### src/rtl/tach_pkg.sv
package tach_pkg;

  typedef enum logic [2:0] {
    S_IDLE,
    S_ARM,
    S_MEAS,
    S_LOAD,
    S_DIV,
    S_DONE
  } tach_state_t;

  typedef struct packed {
    logic clrCnt;
    logic divStart;
    logic loadZero;
    logic loadResult;
  } tach_strobe_t;

  typedef struct packed {
    logic edgeSeen;
    logic stallHit;
    logic divDone;
  } tach_status_t;

endpackage

### src/rtl/tach_divider.sv
module tach_divider #(
  parameter int DVD_W = 22,
  parameter int DVS_W = 14
) (
  input  logic             clk,
  input  logic             rst_n,
  input  logic             start,
  input  logic [DVD_W-1:0] dividend,
  input  logic [DVS_W-1:0] divisor,
  output logic [DVD_W-1:0] quotient,
  output logic             done
);

  localparam int SW = (DVD_W > 1) ? $clog2(DVD_W) : 1;

  logic [DVS_W-1:0] remQ;
  logic [DVS_W-1:0] dvsQ;
  logic [DVD_W-1:0] quoQ;
  logic [SW-1:0]    stepQ;
  logic             busyQ;
  logic [DVS_W:0]   shifted;
  logic [DVS_W:0]   diff;
  logic             geq;

  always_comb begin
    shifted = {remQ, quoQ[DVD_W-1]};
    geq     = shifted >= {1'b0, dvsQ};
    diff    = shifted - {1'b0, dvsQ};
  end

  always_ff @(posedge clk or negedge rst_n) begin
    if (!rst_n) begin
      remQ  <= '0;
      dvsQ  <= '0;
      quoQ  <= '0;
      stepQ <= '0;
      busyQ <= 1'b0;
      done  <= 1'b0;
    end else begin
      done <= 1'b0;
      if (start) begin
        remQ  <= '0;
        dvsQ  <= divisor;
        quoQ  <= dividend;
        stepQ <= '0;
        busyQ <= 1'b1;
      end else if (busyQ) begin
        remQ  <= geq ? diff[DVS_W-1:0] : shifted[DVS_W-1:0];
        quoQ  <= {quoQ[DVD_W-2:0], geq};
        stepQ <= stepQ + 1'b1;
        if (stepQ == SW'(DVD_W - 1)) begin
          busyQ <= 1'b0;
          done  <= 1'b1;
        end
      end
    end
  end

  assign quotient = quoQ;


  div_result_chk: assert property (@(posedge clk) disable iff (!rst_n)
    (done && dvsQ != '0) |->
      ((64'(quoQ) * 64'(dvsQ) <= 64'(dividend)) &&
       (64'(dividend) - 64'(quoQ) * 64'(dvsQ) < 64'(dvsQ))));

endmodule

### src/rtl/tach_datapath.sv
module tach_datapath import tach_pkg::*; #(
  parameter int TICK_CLKS   = 1000,
  parameter int STALL_LIMIT = 16383,
  parameter int CNT_W       = 14,
  parameter int RPM_W       = 22,
  parameter int RPM_CONST   = 3600000
) (
  input  logic               clk,
  input  logic               rst_n,
  input  logic               tachIn,
  input  tach_strobe_t       strobe,
  output tach_status_t       status,
  output logic [RPM_W-1:0]   rpmOut,
  output logic               stallOut
);

  localparam logic [CNT_W-1:0] LIMIT_V = CNT_W'(STALL_LIMIT);

  logic [2:0]       syncQ;
  logic             rise;
  logic             tick;
  logic [CNT_W-1:0] cntQ;
  logic [CNT_W-1:0] capVal;
  logic [CNT_W-1:0] periodQ;
  logic [RPM_W-1:0] quotient;
  logic             divDone;
  logic             atLimit;

  always_ff @(posedge clk or negedge rst_n) begin
    if (!rst_n) syncQ <= '0;
    else        syncQ <= {syncQ[1:0], tachIn};
  end

  assign rise = syncQ[1] & ~syncQ[2];

  generate
    if (TICK_CLKS <= 1) begin : g_fullRate
      assign tick = 1'b1;
    end else begin : g_prescale
      localparam int PW = $clog2(TICK_CLKS);
      logic [PW-1:0] preQ;
      always_ff @(posedge clk or negedge rst_n) begin
        if (!rst_n)                         preQ <= '0;
        else if (preQ == PW'(TICK_CLKS-1))  preQ <= '0;
        else                                preQ <= preQ + 1'b1;
      end
      assign tick = (preQ == PW'(TICK_CLKS-1));
    end
  endgenerate

  assign atLimit = (cntQ == LIMIT_V);
  assign capVal  = (tick && !atLimit) ? cntQ + 1'b1 : cntQ;

  always_ff @(posedge clk or negedge rst_n) begin
    if (!rst_n)                       cntQ <= '0;
    else if (strobe.clrCnt || rise)   cntQ <= '0;
    else if (tick && !atLimit)        cntQ <= cntQ + 1'b1;
  end

  always_ff @(posedge clk or negedge rst_n) begin
    if (!rst_n)    periodQ <= '0;
    else if (rise) periodQ <= capVal;
  end

  tach_divider #(
    .DVD_W (RPM_W),
    .DVS_W (CNT_W)
  ) u_div (
    .clk      (clk),
    .rst_n    (rst_n),
    .start    (strobe.divStart),
    .dividend (RPM_W'(RPM_CONST)),
    .divisor  (periodQ),
    .quotient (quotient),
    .done     (divDone)
  );

  always_ff @(posedge clk or negedge rst_n) begin
    if (!rst_n) begin
      rpmOut   <= '0;
      stallOut <= 1'b0;
    end else if (strobe.loadZero) begin
      rpmOut   <= '0;
      stallOut <= 1'b1;
    end else if (strobe.loadResult) begin
      rpmOut   <= quotient;
      stallOut <= 1'b0;
    end
  end

  assign status.edgeSeen = rise;
  assign status.stallHit = atLimit;
  assign status.divDone  = divDone;


  cnt_limit_chk: assert property (@(posedge clk) disable iff (!rst_n)
    cntQ <= LIMIT_V);


  stall_zero_chk: assert property (@(posedge clk) disable iff (!rst_n)
    stallOut |-> (rpmOut == '0));


  stall_cause_chk: assert property (@(posedge clk) disable iff (!rst_n)
    $rose(stallOut) |-> $past(atLimit));

endmodule

### src/rtl/tach_ctrl.sv
module tach_ctrl import tach_pkg::*; (
  input  logic         clk,
  input  logic         rst_n,
  input  logic         goIn,
  input  tach_status_t status,
  output tach_strobe_t strobe,
  output logic         readyOut
);

  tach_state_t stateQ;
  tach_state_t stateNxt;

  always_comb begin
    strobe   = '0;
    stateNxt = stateQ;
    case (stateQ)
      S_IDLE, S_DONE: begin
        if (goIn) begin
          strobe.clrCnt = 1'b1;
          stateNxt      = S_ARM;
        end
      end
      S_ARM: begin
        if (status.edgeSeen) begin
          stateNxt = S_MEAS;
        end else if (status.stallHit) begin
          strobe.loadZero = 1'b1;
          stateNxt        = S_DONE;
        end
      end
      S_MEAS: begin
        if (status.edgeSeen) begin
          stateNxt = S_LOAD;
        end else if (status.stallHit) begin
          strobe.loadZero = 1'b1;
          stateNxt        = S_DONE;
        end
      end
      S_LOAD: begin
        strobe.divStart = 1'b1;
        stateNxt        = S_DIV;
      end
      S_DIV: begin
        if (status.divDone) begin
          strobe.loadResult = 1'b1;
          stateNxt          = S_DONE;
        end
      end
      default: stateNxt = S_IDLE;
    endcase
  end

  always_ff @(posedge clk or negedge rst_n) begin
    if (!rst_n) stateQ <= S_IDLE;
    else        stateQ <= stateNxt;
  end

  assign readyOut = (stateQ == S_DONE);


  ready_drop_chk: assert property (@(posedge clk) disable iff (!rst_n)
    (readyOut && goIn) |=> !readyOut);


  ready_hold_chk: assert property (@(posedge clk) disable iff (!rst_n)
    (readyOut && !goIn) |=> readyOut);


  ready_cause_chk: assert property (@(posedge clk) disable iff (!rst_n)
    $rose(readyOut) |-> $past(status.divDone || status.stallHit));


  busy_go_chk: assert property (@(posedge clk) disable iff (!rst_n)
    (stateQ == S_MEAS || stateQ == S_LOAD || stateQ == S_DIV) |=> (stateQ != S_ARM));

endmodule

### src/rtl/tach_speed_meter.sv
module tach_speed_meter import tach_pkg::*; #(
  parameter int TICK_CLKS      = 1000,
  parameter int TICK_HZ        = 120000,
  parameter int PULSES_PER_REV = 2,
  parameter int STALL_LIMIT    = 16383,
  localparam int RPM_CONST     = TICK_HZ * 60 / PULSES_PER_REV,
  localparam int RPM_W         = $clog2(RPM_CONST + 1),
  localparam int CNT_W         = $clog2(STALL_LIMIT + 1)
) (
  input  logic             clk,
  input  logic             rst_n,
  input  logic             tachIn,
  input  logic             goIn,
  output logic [RPM_W-1:0] rpmOut,
  output logic             readyOut,
  output logic             stallOut
);

  tach_strobe_t strobe;
  tach_status_t status;

  tach_ctrl u_ctrl (
    .clk      (clk),
    .rst_n    (rst_n),
    .goIn     (goIn),
    .status   (status),
    .strobe   (strobe),
    .readyOut (readyOut)
  );

  tach_datapath #(
    .TICK_CLKS   (TICK_CLKS),
    .STALL_LIMIT (STALL_LIMIT),
    .CNT_W       (CNT_W),
    .RPM_W       (RPM_W),
    .RPM_CONST   (RPM_CONST)
  ) u_dp (
    .clk      (clk),
    .rst_n    (rst_n),
    .tachIn   (tachIn),
    .strobe   (strobe),
    .status   (status),
    .rpmOut   (rpmOut),
    .stallOut (stallOut)
  );

endmodule

### config.mk
export PLATFORM = sky130hd
export DESIGN_NAME = tach_speed_meter
export DESIGN_NICKNAME = d
export VERILOG_FILES = /design/src/rtl/tach_pkg.sv /design/src/rtl/tach_divider.sv /design/src/rtl/tach_datapath.sv /design/src/rtl/tach_ctrl.sv /design/src/rtl/tach_speed_meter.sv
export SDC_FILE = /design/constraint.sdc
export NUM_CORES = 1
export LEC_CHECK = 0
export ABC_AREA = 1
export BUFFER_PORTS_ARGS = -buffer_cell sky130_fd_sc_hd__buf_2
export CORE_MARGIN = 2
export CORE_UTILIZATION = 40
export CTS_CLUSTER_DIAMETER = 120
export DETAILED_ROUTE_END_ITERATION = 7
export GPL_TIMING_DRIVEN = 1
export PLACE_DENSITY = 0.54
export SLEW_MARGIN = 20
export SYNTH_ARGS = -nofsm -noshare
export SYNTH_HDL_FRONTEND = slang
export SYNTH_SLANG_ARGS = --single-unit
### constraint.sdc
create_clock -name clk -period 2.3 [get_ports clk]
set_input_delay 0 -clock clk [delete_from_list [all_inputs] [get_ports clk]]
set_output_delay 0 -clock clk [all_outputs]
set_load 0.03 [all_outputs]
== After elaboration in Yosys (flattened, before gate mapping) ==
Index checks and enable logic that the tools add are counted.
W data, S select, Z words.

* Divide/modulo/power cells: 0
* Equality and inequality tests: 10
* Reductions and logical operators: 9
* Muxes and demuxes: 34
* Bitwise gates (word level): 2
* Multiply operators: 0
* Magnitude comparators: 1
* Shift operators: 0
* Add/subtract/negate cells: 4

{| class="wikitable"
|+ Operator list
! cell !! count
|-
| $mux W22 || 4
|-
| $mux W14 || 5
|-
| $mux W1 || 16
|-
| $ge A15 B14 Y1 || 1
|-
| $mux W3 || 5
|-
| $pmux W3 S5 || 1
|-
| $add A14 B1 Y14 const B || 1
|-
| $eq A14 B14 Y1 const B || 1
|-
| $sub A14 B14 Y14 || 1
|-
| $add A10 B1 Y10 const B || 1
|-
| $eq A10 B10 Y1 const B || 1
|-
| $mux W10 || 1
|-
| $mux W5 || 2
|-
| $eq A3 B2 Y1 const B || 2
|-
| $eq A3 B3 Y1 const B || 2
|-
| $add A5 B1 Y5 const B || 1
|-
| $eq A5 B5 Y1 const B || 1
|-
| $reduce_bool A2 Y1 || 2
|-
| $reduce_or A2 Y1 || 2
|-
| $eq A3 B1 Y1 const B || 1
|-
| $logic_not A3 Y1 || 1
|-
| $ne A2 B1 Y1 const B || 1
|-
| $ne A2 B2 Y1 const B || 1
|-
| $reduce_and A2 Y1 || 1
|-
| 5 further kinds || 5
|}

* ROM bits: 0
* Memories: 0
* Word-level logic and storage cells: 73
* Bits in registers: 124
* Bits in writable memories: 0
* Input bits: 4
* Bits in latches: 0

== Longest topological paths before layout ==
Gate-level depths: netlist (run 1).

* Depth in word-level cells: 5
* Gate-level depth with buffers: 14
* Gate-level depth less buffers: 14

== By module ==
A second synthesis (run 1) with hierarchy kept.

* Cells, all modules: 891
* Area total of the unflattened synthesis: 6,977.9 um2

{| class="wikitable"
|+ Modules (own cells, without submodules)
! module !! area each (um2) !! sequential area each (um2) !! times used !! cells an instance
|-
| tach_divider || 3,542.1 || 1,426.4 || 1 || 472
|-
| tach_datapath || 3,151.8 || 1,601.5 || 1 || 371
|-
| tach_ctrl || 284.0 || 75.1 || 1 || 48
|}

== Least setup slack after synthesis (run 1) ==
Ideal clock, no wire load.

* Path kind: register to register
* Start: register u_dp.u_div.remQ[9]
* End: register u_dp.u_div.remQ[3]
* Period minus slack after synthesis: 1.806 ns
* Data required time: 2.182 ns
* Stages on the path, launching flop included: 11
* Library setup time: 0.118 ns
* Arrival time: 1.688 ns
* Setup slack: 0.494 ns
* Buffers on the path: 1
* Cells stage by stage: dfrtp_1 -> ha_1 -> nand2_1 -> inv_1 -> nand2_1 -> nand2_1 -> a21oi_2 -> clkbuf_1 -> nand4_1 -> nand3_1 -> nand2_1

* Cells in the longest elaborated chain, start to end: 4

{| class="wikitable"
|+ RTL lines
! element !! line !! source
|-
| from (decl) || tach_divider.sv:16 || <nowiki>logic [DVS_W-1:0] remQ;</nowiki>
|-
| from (signal assigned) || tach_divider.sv:48 || <nowiki>remQ <= geq ? diff[DVS_W-1:0] : shifted[DVS_W-1:0];</nowiki>
|-
| $ge A15 B14 Y1 || tach_divider.sv:27 || <nowiki>geq = shifted >= {1'b0, dvsQ};</nowiki>
|-
| $mux W14 || tach_divider.sv:48 ||
|-
| $mux W14 || tach_divider.sv:47 || <nowiki>end else if (busyQ) begin</nowiki>
|-
| $mux W14 || tach_divider.sv:41 || <nowiki>if (start) begin</nowiki>
|}

Every way passes these cells. The select of a mux whose other input is x is not followed.
A chain may end at the register's enable or synchronous reset.

== Worst setup path after layout (run 1) ==
* Start: register u_dp.u_div.remQ[4]
* End: register u_dp.u_div.remQ[9]

* Cells in the longest elaborated chain, start to end: 4
* Elaborated cells between the ends (all ways): 5
* Those cells by class: add/sub (1); order compare (1); mux (3)

{| class="wikitable"
|+ RTL lines
! element !! line
|-
| $sub A14 B14 Y14 or $ge A15 B14 Y1 (tied branches) || tach_divider.sv:28, tach_divider.sv:27
|-
| $mux W14 * || tach_divider.sv:48
|-
| $mux W14 * || tach_divider.sv:47
|-
| $mux W14 * || tach_divider.sv:41
|}

Mark *: on every way between the ends. The rest lies on a longest branch, timed or not. The select of a mux whose other input is x is not followed.

==> results.md, run 1 <==
* DRC viols at 0
* Final net count at 850
* Primary FF master, synth: dfrtp_1
* Area of the multi-input gates at 2690 sq um
* Vias per cell at 4.93
* EDFF count, synth at 0
* Post-DP HPWL at 10200 microns
* I/O pins at 28
* Util after Layout at 46.9%
* Core area at 15700 sq um
* WP data required at approximately 2600 ps
* CTS sink count at between 100 and 150
* Mapped Cells at 790
* Commonest non-fill, non-tap cells in the layout: nand2_1 (213), dfrtp_1 (124), inv_1 (118)
* Synthesized flop and latch total at roughly 120
* Hold WC Path Type: input pin to asynchronous set/reset pin
* Post-synth ARST share at 100%
* Seq/Total Area, Yosys at 48.7%
* First-pass GRT wire length at between 20000 and 25000 microns
* Slew Viols, Final at 0
* Vias in the first global route at 5013
* CP max FO at 10
* Fin crit period at 2060 ps
* Largest net degree at the start of global routing at 54
* Setup Viol. Count Final at 0
* Reg2reg setup slack at 240 ps
* Reg2reg path depth at 13
* H-Tree Depth at 4
* Pwr/cell area at 1250 nW/um^2
* Cell taking the most area after synthesis: dfrtp_1
* Final non-filler cell area at 7370 sq um
* Worst EP arrival at 2400 ps
* Clock tree buffer depth at 2
* Seq. cell area at 3100 sq um
* Rel. slew slack at 41.1%
* Worst reg2reg endpoint: u_dp.u_div.remQ[9]
* DP Area at 6750 sq um
* Mean Syn Cell Area at ~8 sq um
* Cell variety after synth at 38
* Clock transition time at the flip-flop clock pins of the worst setup and hold paths at around 60 ps
* Routing usage on met3 at around 3.7%
* # rows at 46
* Tot GR Track Use at approximately 18%
* Slew of the pin with the lowest slew margin at between 800 and 900 ps
* Fillers at 1572
* Worst setup SP type: register
* Routing usage on met2 at 28.2%
* Largest cells by area after synthesis: dfrtp_1 (49%), nand2_1 (13%), inv_1 (6.9%), nand3_1 (5.3%), ha_1 (3.5%)
* Die footprint at 17000 sq um
* Worst-Skew Late Latency at 410 ps
* Initial core utilization at 40.6%
* Post-synth top area share at 48.7%
* Number of antenna violations at the first check in global routing at 0
* GR Overflow Total at 0
* Final period utilization at around nine tenths
* Leakage Power at 3.77 nW
* Fin cells at 1056
* Commonest non-fill, non-tap cell in the layout: nand2_1
* Post-DRT Antenna Nets at 0
* Fraction of layout cells with a size suffix above 1 at 11.3%
* Max cap viols at 0
* Placed cells at a little over 1000
* CP Class: register to register
* Max Clock Skew at 8.22 ps
* Highest Clock Rate at 484 MHz
* Hold slack at 175 ps
* Die H at 130 microns
* Netlist Area Pre-Place at 6380 sq um
* First DRT Iteration DRCs at 362
* Worst IR Drop VDD at 0.634 mV
* Synth warn at 0
* Reg2Reg Launch Point: u_dp.u_div.remQ[4]
* RSZ-0062 raised after global routing: false
* Busiest grt layer: met2
* Setup crit end kind: register
* Gates resized, CTS repair at 0
* Placer Congestion at 0.879
* Synth Net Count at 813
* Status: complete, no violations
* Die W at 130 microns
* Fin. Hold Viols at 0
* WL/cell at about 13 microns
* # port buffers at 27
* CTS Buf Count at 17
* Root Driver: clkbuf_16
* Setup TNS at 0 ps
* Area Overhead vs Synth at 15.6%
* Vias at 5206
* Drt total wl at 14000 microns
* Met1 usage at 24.8%
* DRT Pass-1 Iters at 8
* CTS tree: yes
* Diodes inserted at 0
[state kept, by name, indices dropped and copies added (netlist names)]
name / cells
u_dp.cntQ: 14
u_dp.u_div.stepQ: 5
u_dp.u_div.remQ: 14
u_dp.u_div.quotient: 22
u_ctrl.stateQ: 3
u_dp.u_div.busyQ: 1
u_dp.periodQ: 14
u_dp.rpmOut: 22
u_dp.g_prescale.preQ: 10
u_dp.u_div.done: 1
u_dp.stallOut: 1
u_dp.syncQ: 3
u_dp.u_div.dvsQ: 14
[stage by stage]
stage | power, mW | worst slack, ps
finish | 9.21 | 236
CTS | 9.29 | 235
detailed placement | 6.59 | 253
global route | 9.99 | 54.0
floorplan | 5.65 | 494
global placement | 6.54 | 285
[report_power, final]
part | switching [mW] | internal (mW)
registers | 0.259 | 2.66
clock network | 0.959 | 1.68
logic | 2.42 | 1.24
[metal layers]
metal  wire (microns)  share of wire, %  vias to the layer above
met5                0                 0                        -
met4              183               1.3                        0
met3              369               2.6                       14
met2             6500                46                       74
met1             6970                50                     2498
li1                 -                 -                     2620
[worst max-delay path, stage by stage, from the launching register on]
cell and delay [ps]:
dfrtp_1 400, ha_1 380, nand2_1 140, inv_1 70, nand2_1 60, nand2_1 60
inv_1 60, nand2_1 80, nand2_1 100, nand3_2 200, buf_4 230, nand2_1 60
nand3_1 60, nand2_1 100
[kinds of logic after synthesis]
logic type                 Yosys count  synth area share (%)
xor gates and xnor gates            19                  2.61
AOI/OAI and AO/OA                   99                  9.14
adders and majority gates           19                  3.85
DFF                                124                  48.7
buffers and inverters              144                  9.20
and+or+nand+nor                    385                  26.5
[synthesized netlist by cell type, drive strengths merged (10+ instances only)]
cell,instances
nor3,12
nor2,58
dfrtp,124
nand3,70
nand2,217
clkbuf,14
buf,10
xor2,13
o21ai,61
a22oi,11
inv,119
ha,18
nand4,22
o22ai,11
a21oi,13
[layout make-up]
class / count / share of cell area, %
multi-input cells: 522 / 36.5
well taps: 216 / 3.67
repair buffers: 42 / 3.67
flip-flops and latches: 124 / 42.1
clock inverters: 10 / 1.56
clock buffers: 22 / 6.43
inverters: 120 / 6.14
[worst max path at each step]
stage	from	cells past startpoint	endpoint	slack [ps]
global route	u_dp.u_div.remQ[4]	13	u_dp.u_div.remQ[9]	50
CTS	u_dp.u_div.remQ[9]	11	u_dp.u_div.remQ[9]	230
global placement	u_dp.u_div.quotient[21]	12	u_dp.u_div.remQ[6]	290
floorplan	u_dp.u_div.remQ[9]	10	u_dp.u_div.remQ[3]	490
detailed placement	u_dp.u_div.remQ[9]	11	u_dp.u_div.remQ[9]	250
finish	u_dp.u_div.remQ[4]	13	u_dp.u_div.remQ[9]	240
[timing repair]
action	4_1_cts	5_1_grt
setup buffers	0	0
hold buffers	3	0
endpoints found under the hold margin	53	0
endpoints found under the setup margin	0	0
Note: power is estimated with default switching activity, not from simulation.
==> inputs of run 2 (changes only) <==
CORE_UTILIZATION = 50   (was 40)
PLACE_DENSITY = 0.65   (was 0.54)
==> run 2 against run 1 <==
Worst hold slack worse by 130 ps. Clock-buffer cell count up 2. Clock power about the same. Critical endpoint is now u_dp.u_div.remQ[8]. Largest cell class unchanged. Largest power group unchanged.
==> results.md, run 2 (synthesis results as in run 1) <==
* Vias in the first global route at 5000
* DP Area at 6700 sq um
* Hold WC Path Type: input pin to asynchronous set/reset pin
* Placed cells at 977
* First-pass GRT wire length at ~24000 microns
* Clock tree buffer depth at 2
* Vias at 5199
* Status: complete, no violations
* Slowest CP cell: dfrtp_1
* Core area at 12500 sq um
* Leakage Power at roughly 3.8 nW
* CTS sink count at roughly 120
* Seq. cell area at slightly above 3000 sq um
* Final non-filler cell area at 7320 sq um
* Number of antenna violations at the first check in global routing at 0
* DRT Pass-1 Iters at 6
* Vias per cell at 5.14
* Die H at 117 microns
* WL/cell at 13.9 microns
* Commonest non-fill, non-tap cells in the layout: nand2_1 (213), dfrtp_1 (124), inv_1 (118)
* Fraction of layout cells with a size suffix above 1 at 10.7%
* Crit-path max cell delay at approximately 400 ps
* Highest Clock Rate at 476 MHz
* Tot Pwr at 9.26 mW
* RSZ-0062 raised after global routing: false
* Placer Congestion at 0.898
* Die W at 117 microns
* Worst EP arrival at about 2500 ps
* Max Clock Skew at 12.0 ps
* GR Overflow Total at 0
* Slew Viols, Final at 0
* Post-DRT Antenna Nets at 0
* Most used cell, CP: nand2_1
* Worst reg2reg endpoint: u_dp.u_div.remQ[8]
* Area Overhead vs Synth at 14.7%
* Die footprint at 13700 sq um
* CP Class: register to register
* Setup Viol. Count Final at 0
* Fillers at 1161
* Reg2Reg Launch Point: u_dp.u_div.remQ[4]
* Fin crit period at 2100 ps
* Setup crit end kind: register
* Reg2reg path depth at 13
* Worst setup SP type: register
* Worst IR Drop VDD at 0.713 mV
* DRC viols at 0
* Root Driver: clkbuf_16
* Util after Layout at between 50% and 60%
* Slew of the pin with the lowest slew margin at 665 ps
* Final period utilization at ~91%
* Post-DP HPWL at 9800 microns
* Tot GR Track Use at 22.6%
* Worst path cell trace: ha_1 -> nand2_1 -> inv_1 -> nand2_1 -> nand2_1 -> inv_1 -> nand2_1 -> nand2_1 -> nand3_2 -> buf_4 -> nand2_1 -> nand3_1 -> nand2_1
* WP data required at 2650 ps
* Final net count at 850
* Fin cells at 1011
* Diodes inserted at 0
* Hold slack at 45.3 ps
* # port buffers at 27
* H-Tree Depth at 4
* CP max FO at 8
* CTS Buf Count at 17
* Fin. Hold Viols at 0
* Reg2reg setup slack at ~200 ps
* Postcts setup bufs at 0
* Pwr/cell area at 1270 nW/um^2
* Initial core utilization at 50.9%
* Commonest non-fill, non-tap cell in the layout: nand2_1
* Drt total wl at around 14000 microns
* Clock transition time at the flip-flop clock pins of the worst setup and hold paths at ~60 ps
* CTS tree: yes
* Max cap viols at 0
* Rel. slew slack at between 50% and 60%
* I/O pins at 28
* Area of the multi-input gates at 2700 sq um
* Largest net degree at the start of global routing at 57
* Worst-Skew Late Latency at 420 ps
* First DRT Iteration DRCs at 355
* # rows at 41
[run 2: cell count changes in the layout (fill, tap and decap cells not counted), sizes merged]
cell / previous run / this run
clkinv: 6 / 3
clkinvlp: 3 / 2
clkbuf: 22 / 24
bufinv: 2 / 3
[run 2: repair_timing]
| action | 4_1_cts | 5_1_grt |
|---|---|---|
| endpoints found under the setup margin | 13 | 1 |
| endpoints found under the hold margin | 127 | 0 |
| cloned | 0 | 0 |
| gates resized for setup | 1 | 1 |
| hold buffers | 3 | 0 |
[run 2: area by class of cell]
class                      count  area share, %
multi-input combinational    522           36.9
clock inverter                 7           1.57
tap                          172           2.94
sequential                   124           42.4
inverter                     120           6.19
clock buffer                  24           6.31
timing repair buffer          42           3.69
[run 2: power breakdown]
part	leakage (nW)	total [mW]	switching, mW	internal, mW
combinational	1.88	3.67	2.42	1.25
clock	0.274	2.65	0.933	1.72
sequential	1.61	2.93	0.271	2.66
total	3.76	9.26	3.63	5.63
[run 2: stage by stage]
| stage | worst slack [ps] | TNS, ps |
|---|---|---|
| 2_1_floorplan | 494 | 0 |
| 6_report | 200 | 0 |
| 3_3_place_gp | 76.9 | 0 |
| 4_1_cts | 179 | 0 |
| 3_5_place_dp | -77.1 | -495 |
| 5_1_grt | 23.3 | 0 |
[run 2: per-layer routing]
metal | vias to the layer above | wire (microns) | track usage [%] | part of all wire [%]
met5 | - | 0 | 0 | 0
met4 | 0 | 250 | 8.24 | 1.8
met3 | 28 | 478 | 5.46 | 3.4
met2 | 114 | 6610 | 35.8 | 47
met1 | 2441 | 6670 | 30.6 | 48
li1 | 2616 | - | - | -
[run 2: worst max-delay path by stage]
| stage | end | cells past startpoint | from |
|---|---|---|---|
| after floorplan | u_dp.u_div.remQ[3] | 10 | u_dp.u_div.remQ[9] |
| after global placement | u_dp.u_div.quotient[16] | 5 | u_ctrl.stateQ[0] |
| after detailed placement | u_dp.u_div.quotient[5] | 5 | u_ctrl.stateQ[0] |
| after CTS | u_dp.u_div.quotient[5] | 5 | u_ctrl.stateQ[0] |
| after global routing | u_dp.u_div.remQ[8] | 9 | u_dp.u_div.remQ[8] |
| final | u_dp.u_div.remQ[8] | 13 | u_dp.u_div.remQ[4] |
[run 2: worst max-delay path, delay by kind of cell (launching register included)]
| kind | cells | cell delay, ps |
|---|---|---|
| AND/OR/NAND/NOR | 9 | 910 |
| buffers and inverters | 3 | 360 |
| adder cells (fa/ha/maj) | 1 | 360 |
| flip-flops | 1 | 400 |
==> inputs of run 3 (changes only) <==
CORE_MARGIN = 1   (was 2)
==> run 3 against run 2 <==
Via count grew 0.15%. Clock-buffer cell count shrank 4. First-iteration DRC count shrank 25%. Routed wire length shrank 3.4%. Critical path depth shrank 2. Global-route usage grew 0.71 points. Combinational power shrank 2%. Total power grew 1.6%. Die area shrank 3.4%.
==> results.md, run 3 (synthesis results as in run 1) <==
* WL/cell at 13.4 microns
* Max Clock Skew at 8.19 ps
* Share of total power in the clock network at 30.6%
* Setup TNS at 0 ps
* CP max FO at 8
* Commonest non-fill, non-tap cells in the layout: nand2_1 (213), dfrtp_1 (124), inv_1 (118)
* Final net count at 849
* P_sw at approximately 3.6 mW
* Setup Viol. Count Final at 0
* # port buffers at 27
* Slew Viols, Final at 0
* Status: complete, no violations
* Worst IR Drop VDD at 0.834 mV
* Clock transition time at the flip-flop clock pins of the worst setup and hold paths at 60 ps
* Leakage Power at ~3.8 nW
* CTS Buf Count at 17
* Flop pwr share at 31.1%
* DRT Pass-1 Iters at 5
* Fin crit period at between 2000 and 2500 ps
* Tot GR Track Use at a little under a quarter
* Vias in the first global route at 5097
* DRC viols at 0
* Pwr/cell area at roughly 1300 nW/um^2
* Highest Clock Rate at about 460 MHz
* Largest net degree at the start of global routing at 53
* Fillers at 1124
* Reg2reg path depth at 11
* Sw Share at 38.6%
* Die W at 115 microns
* Die H at about 110 microns
* Fin. Hold Viols at 0
* Fraction of layout cells with a size suffix above 1 at 11.3%
* Core area at 12200 sq um
* Worst-Skew Late Latency at 420 ps
* RSZ-0062 raised after global routing: false
* Rel. slew slack at 53.1%
* # rows at 40
* CTS tree: yes
* Placer Congestion at 0.890
* Vias at around 5200
* Die footprint at 13200 sq um
* Max cap viols at 0
* First DRT Iteration DRCs at about 270
* Post-DP HPWL at 9570 microns
* Drt total wl at between 10000 and 15000 microns
* Util after Layout at about three fifths
* GR Overflow Total at 0
* Setup crit end kind: register
* Number of antenna violations at the first check in global routing at 0
* WP data required at 2650 ps
* Worst setup SP type: register
* Clock tree buffer depth at 2
* First-pass GRT wire length at 23900 microns
* Commonest non-fill, non-tap cell in the layout: nand2_1
* H-Tree Depth at 4
* Post-DRT Antenna Nets at 0
* Final period utilization at 93.8%
* Slew of the pin with the lowest slew margin at about 700 ps
* Vias per cell at 5.17
* Internal power at just under 6 mW
* Hold WC Path Type: input pin to asynchronous set/reset pin
* Root Driver: clkbuf_16
* CP Class: register to register
* Worst EP arrival at 2510 ps
* Gate power share at 38.4%
* Initial core utilization at 52.2%
* CTS sink count at 124
* Diodes inserted at 0
* I/O pins at 28
* Area Overhead vs Synth at 15.4%
==> run 3: final cells by class <==
class | count | area (sq um) | area share [%]
Clock buffer | 20 | 457 | 6.20
Inverter | 120 | 453 | 6.15
Sequential cell | 124 | 3100 | 42.1
Timing Repair Buffer | 41 | 263 | 3.57
Multi-Input combinational cell | 522 | 2690 | 36.6
Clock inverter | 12 | 184 | 2.50
Tap cell | 168 | 210 | 2.86
==> run 3: power groups by stage <==
stage	combinational [mW]	sequential (mW)	clock, mW
floorplan	2.68	2.97	0
global placement	3.54	2.94	0
detailed placement	3.62	2.95	0
CTS	3.65	2.92	2.93
global route	4.17	2.97	3.02
finish	3.61	2.92	2.88
==> run 3: routing by layer <==
metal  wire length [microns]  vias up  global-route usage [%]
met5                       0        -                       0
met4                     144        0                    7.62
met3                     422       12                    5.27
met2                    6350       88                    38.1
met1                    6620     2479                    31.0
li1                        -     2628                       -
==> run 3: metrics by stage <==
step           instance area (sq um)  hold slack (ps)  total power, mW  setup slack [ps]  std cells
5_1_grt                         7360              218             10.2              31.3       1007
3_3_place_gp                    6690             78.4             6.47              28.1        972
2_1_floorplan                   6380             -296             5.65               494        790
4_1_cts                         7360              194             9.50               155       1007
3_5_place_dp                    6690             88.1             6.56               177        972
6_report                        7360              169             9.40               142       1007
==> run 3: path summary, 6_finish.rpt <==
check / start / endpoint / slack (ps)
min: rst_n / u_dp.u_div.remQ[7] / 170
min in group clk: tachIn / u_dp.syncQ[0] / 230
max in group asynchronous: rst_n / u_dp.cntQ[0] / 1330
max: u_dp.u_div.remQ[1] / u_dp.u_div.remQ[1] / 140
min reg2reg: u_dp.syncQ[0] / u_dp.syncQ[1] / 360
max reg2reg: u_dp.u_div.remQ[1] / u_dp.u_div.remQ[1] / 140
==> run 3: critical path, stage by stage, from the launching register on <==
cell and delay, ps:
dfrtp_1 390, ha_1 390, nand2_1 130, nand3_1 200, nand2_1 110, nand2_1 100
nand2_1 120, nand3_2 180, buf_4 230, nand2_1 70, nand3_1 80, nand2_1 90
==> run 3: repair_timing <==
item / in CTS / in global routing
hold buffers: 3 / 0
hold endpoints to repair: 53 / 0
buffers inserted: 0 / 0
gates resized for setup: 0 / 0
